**src/rtl/ccl_pkg.sv**
```systemverilog
// Package for the control word capture block.
// Holds the shared width rule and the latch source-select type.
// Assumes that the word always carries two control bits beyond the tone bits.
package ccl_pkg;

    localparam int CTRL_EXTRA = 2;

    // Latch source: the synchronised parallel pins or the serial shift register
    typedef enum logic {
        SRC_PAR = 1'b0,
        SRC_SER = 1'b1
    } ccl_src_e;

    // Total control word width for a given number of tone bits
    function automatic int ctrl_width(input int tone_w);
        return tone_w + CTRL_EXTRA;
    endfunction

endpackage

```
**src/rtl/ccl_sync.sv**
```systemverilog
// Multi-stage synchroniser for a vector of asynchronous pins.
// Each bit is resynchronised on its own and resets to 1, matching the pulled-up
// idle level of the pins. Assumes that bits which must be seen together change
// together and stay stable for several clocks.
module ccl_sync #(
    parameter int W      = 1,
    parameter int STAGES = 2
) (
    input  logic         clk,
    input  logic         rst_n,
    input  logic [W-1:0] d_i,
    output logic [W-1:0] q_o
);

    logic [W-1:0] stg [STAGES];

    // Shift the pin levels through the flop chain
    always_ff @(posedge clk) begin
        if (!rst_n) begin
            for (int i = 0; i < STAGES; i++) begin
                stg[i] <= '1;
            end
        end else begin
            stg[0] <= d_i;
            for (int i = 1; i < STAGES; i++) begin
                stg[i] <= stg[i-1];
            end
        end
    end

    assign q_o = stg[STAGES-1];

endmodule

```
**src/rtl/ccl_shift.sv**
```systemverilog
// Serial input shift register with rising-edge detection of a serial clock.
// Bits enter at the LSB, so the first bit received ends at the MSB.
// Assumes synchronised inputs; shifting is allowed only while en_i is high.
module ccl_shift #(
    parameter int W = 8
) (
    input  logic         clk,
    input  logic         rst_n,
    input  logic         en_i,
    input  logic         sclk_i,
    input  logic         sdat_i,
    output logic [W-1:0] word_o
);

    logic sclk_q;
    logic sclk_rise;

    // Remember the previous serial clock level for edge detection
    always_ff @(posedge clk) begin
        if (!rst_n) begin
            sclk_q <= 1'b1;
        end else begin
            sclk_q <= sclk_i;
        end
    end

    assign sclk_rise = sclk_i & ~sclk_q;

    // Shift one data bit in on each enabled serial clock rise
    always_ff @(posedge clk) begin
        if (!rst_n) begin
            word_o <= '1;
        end else if (en_i && sclk_rise) begin
            word_o <= {word_o[W-2:0], sdat_i};
        end
    end

endmodule

```
**src/rtl/ccl_hold.sv**
```systemverilog
// Holding latches for the control word, emulated with flops.
// While load_i is high the register follows the selected source every clock.
// While it is low the register holds, so the value at the fall is the one kept.
// Assumes synchronised load and source-select inputs.
module ccl_hold #(
    parameter int W = 8
) (
    input  logic         clk,
    input  logic         rst_n,
    input  logic         load_i,
    input  logic         serial_i,
    input  logic [W-1:0] par_word_i,
    input  logic [W-1:0] ser_word_i,
    output logic [W-1:0] word_o
);

    import ccl_pkg::*;

    ccl_src_e     src;
    logic [W-1:0] src_word;

    // Choose the latch source from the current mode
    always_comb begin
        src      = serial_i ? SRC_SER : SRC_PAR;
        src_word = (src == SRC_SER) ? ser_word_i : par_word_i;
    end

    // Transparent while load is high, held while it is low
    always_ff @(posedge clk) begin
        if (!rst_n) begin
            word_o <= '1;
        end else if (load_i) begin
            word_o <= src_word;
        end
    end

endmodule

```
**src/rtl/ctl_word_capture.sv**
```systemverilog
// Control word capture front end: parallel/serial loading of a tone control word.
// Synchronises all pins, decodes serial mode from the two highest tone pins,
// shifts serial data on D2 rises and latches the word under the load pin.
// Assumes TONE_W >= 4, so that the mode, data and clock pins exist.
module ctl_word_capture #(
    parameter int TONE_W      = 6,
    parameter int SYNC_STAGES = 2
) (
    input  logic              clk,
    input  logic              rst_n,
    input  logic              load_i,
    input  logic [TONE_W-1:0] dpin_i,
    input  logic              txrx_i,
    input  logic              ptl_i,
    output logic [TONE_W-1:0] tone_o,
    output logic              txrx_o,
    output logic              ptl_o,
    output logic              serial_mode_o
);

    localparam int CTRL_W = ccl_pkg::ctrl_width(TONE_W);
    localparam int SYNC_W = CTRL_W + 1;
    localparam int OFF    = ccl_pkg::CTRL_EXTRA;
    localparam int SEL_HI = TONE_W - 1 + OFF;
    localparam int SEL_LO = TONE_W - 2 + OFF;
    localparam int SDAT   = TONE_W - 3 + OFF;
    localparam int SCLK   = TONE_W - 4 + OFF;

    logic [SYNC_W-1:0] pin_vec;
    logic [SYNC_W-1:0] s_vec;
    logic [CTRL_W-1:0] s_par;
    logic              s_load;
    logic              serial_mode;
    logic [CTRL_W-1:0] shift_word;
    logic [CTRL_W-1:0] held_word;

    // Gather every pin into one vector for synchronisation
    assign pin_vec = {load_i, dpin_i, txrx_i, ptl_i};

    ccl_sync #(
        .W      (SYNC_W),
        .STAGES (SYNC_STAGES)
    ) u_sync (
        .clk   (clk),
        .rst_n (rst_n),
        .d_i   (pin_vec),
        .q_o   (s_vec)
    );

    // Split the synchronised vector and decode the mode code
    always_comb begin
        s_load      = s_vec[CTRL_W];
        s_par       = s_vec[CTRL_W-1:0];
        serial_mode = s_par[SEL_HI] & ~s_par[SEL_LO];
    end

    ccl_shift #(
        .W (CTRL_W)
    ) u_shift (
        .clk    (clk),
        .rst_n  (rst_n),
        .en_i   (serial_mode),
        .sclk_i (s_par[SCLK]),
        .sdat_i (s_par[SDAT]),
        .word_o (shift_word)
    );

    ccl_hold #(
        .W (CTRL_W)
    ) u_hold (
        .clk        (clk),
        .rst_n      (rst_n),
        .load_i     (s_load),
        .serial_i   (serial_mode),
        .par_word_i (s_par),
        .ser_word_i (shift_word),
        .word_o     (held_word)
    );

    // Drive the outputs from the held word and the mode decode
    assign tone_o        = held_word[CTRL_W-1:OFF];
    assign txrx_o        = held_word[1];
    assign ptl_o         = held_word[0];
    assign serial_mode_o = serial_mode;

endmodule

```
**config.mk**
```make
export PLATFORM = sky130hd
export DESIGN_NAME = ctl_word_capture
export DESIGN_NICKNAME = d
export VERILOG_FILES = /design/src/rtl/ccl_pkg.sv /design/src/rtl/ccl_sync.sv /design/src/rtl/ccl_shift.sv /design/src/rtl/ccl_hold.sv /design/src/rtl/ctl_word_capture.sv
export SDC_FILE = /design/constraint.sdc
export NUM_CORES = 1
export LEC_CHECK = 0
export ABC_CLOCK_PERIOD_IN_PS = 3200
export BUFFER_PORTS_ARGS = -buffer_cell sky130_fd_sc_hd__buf_2
export CAP_MARGIN = 20
export CORE_UTILIZATION = 30
export CTS_CLUSTER_SIZE = 10
export DETAILED_ROUTE_END_ITERATION = 8
export PLACE_DENSITY = 0.5
export SYNTH_ARGS = -nofsm -noshare
export SYNTH_HDL_FRONTEND = slang
export SYNTH_HIERARCHICAL = 1
export SYNTH_SLANG_ARGS = --single-unit
```
**constraint.sdc**
```tcl
create_clock -name clk -period 3.2 [get_ports clk]
set_input_delay 0.16 -clock clk [delete_from_list [all_inputs] [get_ports clk]]
set_output_delay 0.16 -clock clk [all_outputs]
set_load 0.03 [all_outputs]
```
==> results.json <==
{
  "hold-path-cell-count": 2,
  "portBuffers": 19,
  "synth.largest_area_cell": "dfxtp_1",
  "hold_buffers": 0,
  "placementRows": 23,
  "gp_congestion": 0.732,
  "dp_hpwl_um": 1220,
  "grt_pass1_wl_um": 2980,
  "drcViolationCount": 0,
  "antenna_cells": 0,
  "start_util": 0.323,
  "cp_max_fo": 11,
  "antenna_found_initial": 0,
  "r2r_start": "u_sync/stg[0][16]",
  "fmax_mhz": 699,
  "die_x_um": 68.6,
  "fp.dieArea_um2": 4700,
  "cts_tree": "built",
  "cp.arrival_ns": 1.64,
  "slew_headroom": 0.583,
  "drt_pre_antenna_iters": 3,
  "die_h_um": 68.6,
  "dpl-instance-area_um2": 1370,
  "avgSynthCellArea_um2": 11.7,
  "cts_sinks": 35,
  "fillers": 413,
  "cts_buffers": 5,
  "start_kind": "flip-flop",
  "clock_path_buffers": 2,
  "end_kind": "flip-flop",
  "setup_viol": 0,
  "design_area_um2": 1450,
  "cp.required_ns": 3.41,
  "fin_tns_setup_ns": 0,
  "syn_inst": 114,
  "cap_violations": 0,
  "worstSkewPairLatency_ns": 0.28,
  "yosysWarnings": 6,
  "via_per_inst": 4.01,
  "rr_worst_depth": 3,
  "yosysUniqueCellTypes": 15,
  "period_share": 0.447,
  "leakage_nw": 0.540,
  "min_path_type": "primary input to flip-flop",
  "synth_nets": 125,
  "ys_seq_area_frac": 0.527,
  "antenna_left": 0,
  "reg2reg_slack_ns": 1.77,
  "outcome": "completed",
  "grt_use_total": 0.0914,
  "clk_pin_slew_ns": 0.06,
  "hold_path_end": "u_sync/stg[0][3]",
  "cts-root-buf": "clkbuf_8",
  "area_delta_synth_final_pct": 9.22,
  "drt-total-wl_um": 1810,
  "finalMaxSlewViolations": 0,
  "final_cells": 176,
  "nets": 136,
  "critPathKind": "flip-flop to flip-flop",
  "r2r-end": "u_shift/word_o[6]",
  "overflow": 0,
  "min-delay-start": "dpin_i[1]",
  "pin_count": 20,
  "core_um2": 4120,
  "postCtsSetupRepairBufs": 0,
  "drt_iter0_markers": 20,
  "place_inst": 168,
  "routed-via-count": 706,
  "worst_pin_slew_ns": 0.625,
  "syn_area_um2": 1330,
  "grt_max_degree": 38,
  "rsz0062_at_grt": "false",
  "ir_worst_vdd_mv": 0.288,
  "cts-resized-gates": 0,
  "grt_pass1_vias": 688,
  "ys_ff_latch": 35,
  "hold_viol_final": 0,
  "synth_top_cell_area_share": 0.527,
  "skew_ns": 0.00618,
  "total_power_uw": 797,
  "ys_top_cells_by_area": "dfxtp_1 (53%), mux2i_1 (12%), a22oi_2 (7.5%)",
  "h-tree-depth": 2,
  "wl_per_cell_um": 10.3,
  "layout-drive-gt1-share": 0.278,
  "power.density_nw_per_um2": 548,
  "min_period_ns": 1.43
}
==> metrics by stage <==
| step | utilization | setup WS, ns | hold WS, ns |
|---|---|---|---|
| finish | 0.353 | 1.77 | 0.0561 |
| global route | 0.353 | 1.67 | 0.0462 |
| CTS | 0.353 | 1.76 | 0.0458 |
| detailed placement | 0.333 | 1.78 | 0.340 |
| global placement | 0.333 | 1.84 | 0.337 |
| floorplan | - | 1.87 | 0.233 |
==> cell type report <==
type | count | area (um2) | share of cell area
sequential | 35 | 701 | 0.482
multi-input combinational | 64 | 513 | 0.353
timing repair buffer | 19 | 95.1 | 0.0655
clock buffer | 7 | 76.3 | 0.0525
tap | 50 | 62.6 | 0.0431
clock inverter | 1 | 5.00 | 0.00345
==> cells in the final DEF, fill, tap and decap left out, drive strengths merged <==
master  count
and2        1
mux2i      16
dfxtp      35
nand2b     12
nor2        8
nor2b      10
clkinv      1
buf        19
and3b       1
clkbuf      7
or2b        7
a22oi       8
nand3b      1
==> critical path, stage by stage (launching register included) <==
cell     delay (ns)
dfxtp_1        0.33
nor2b_4        0.37
and3b_1        0.43
mux2i_1        0.23
==> layer usage <==
layer  routed length [um]  global-route usage  up-vias  share of wire
met5                    0                   0        -              0
met4                   35              0.0625        0          0.019
met3                  137              0.0395        5          0.076
met2                  748               0.136       22           0.41
met1                  893               0.105      292           0.49
li1                     -                   -      387              -
==> cell usage after synthesis (all sizes together) <==
| cell | number |
|---|---|
| nor2 | 8 |
| clkbuf | 1 |
| nor2b | 10 |
| buf | 14 |
| a22oi | 8 |
| and3b | 1 |
| nand2b | 12 |
| and2 | 1 |
| dfxtp | 35 |
| nand3b | 1 |
| mux2i | 16 |
| or2b | 7 |
==> registers in the layout (all words and copies together), names as in the netlist <==
register,count
u_hold/word_o,8
u_sync/stg,18
u_shift/word_o,8
u_shift/sclk_q,1
==> where the power goes <==
group	internal [mW]	switching [mW]
combinational	0.0214	0.0255
sequential	0.449	0.00556
clock	0.152	0.142
total	0.623	0.173
==> worst max-delay path by stage <==
| stage | startpoint | endpoint | slack, ns |
|---|---|---|---|
| CTS | u_sync/stg[0][16] | u_shift/word_o[5] | 1.76 |
| global placement | u_sync/stg[0][16] | u_shift/word_o[2] | 1.84 |
| floorplan | u_sync/stg[0][16] | u_hold/word_o[0] | 1.87 |
| detailed placement | u_sync/stg[0][16] | u_shift/word_o[1] | 1.78 |
| finish | u_sync/stg[0][16] | u_shift/word_o[6] | 1.77 |
| global route | u_sync/stg[0][16] | u_shift/word_o[5] | 1.67 |
==> kinds of logic (layout without fill, tap and decap cells) <==
family | after synthesis | in the layout | synth area share
AO/OA/AOI/OAI | 8 | 8 | 0.0753
buffers and inverters | 15 | 27 | 0.0875
flip-flops | 35 | 35 | 0.527
multiplexers | 16 | 16 | 0.120
AND/OR/NAND/NOR | 40 | 40 | 0.190
Note: power is estimated with default switching activity, not from simulation.
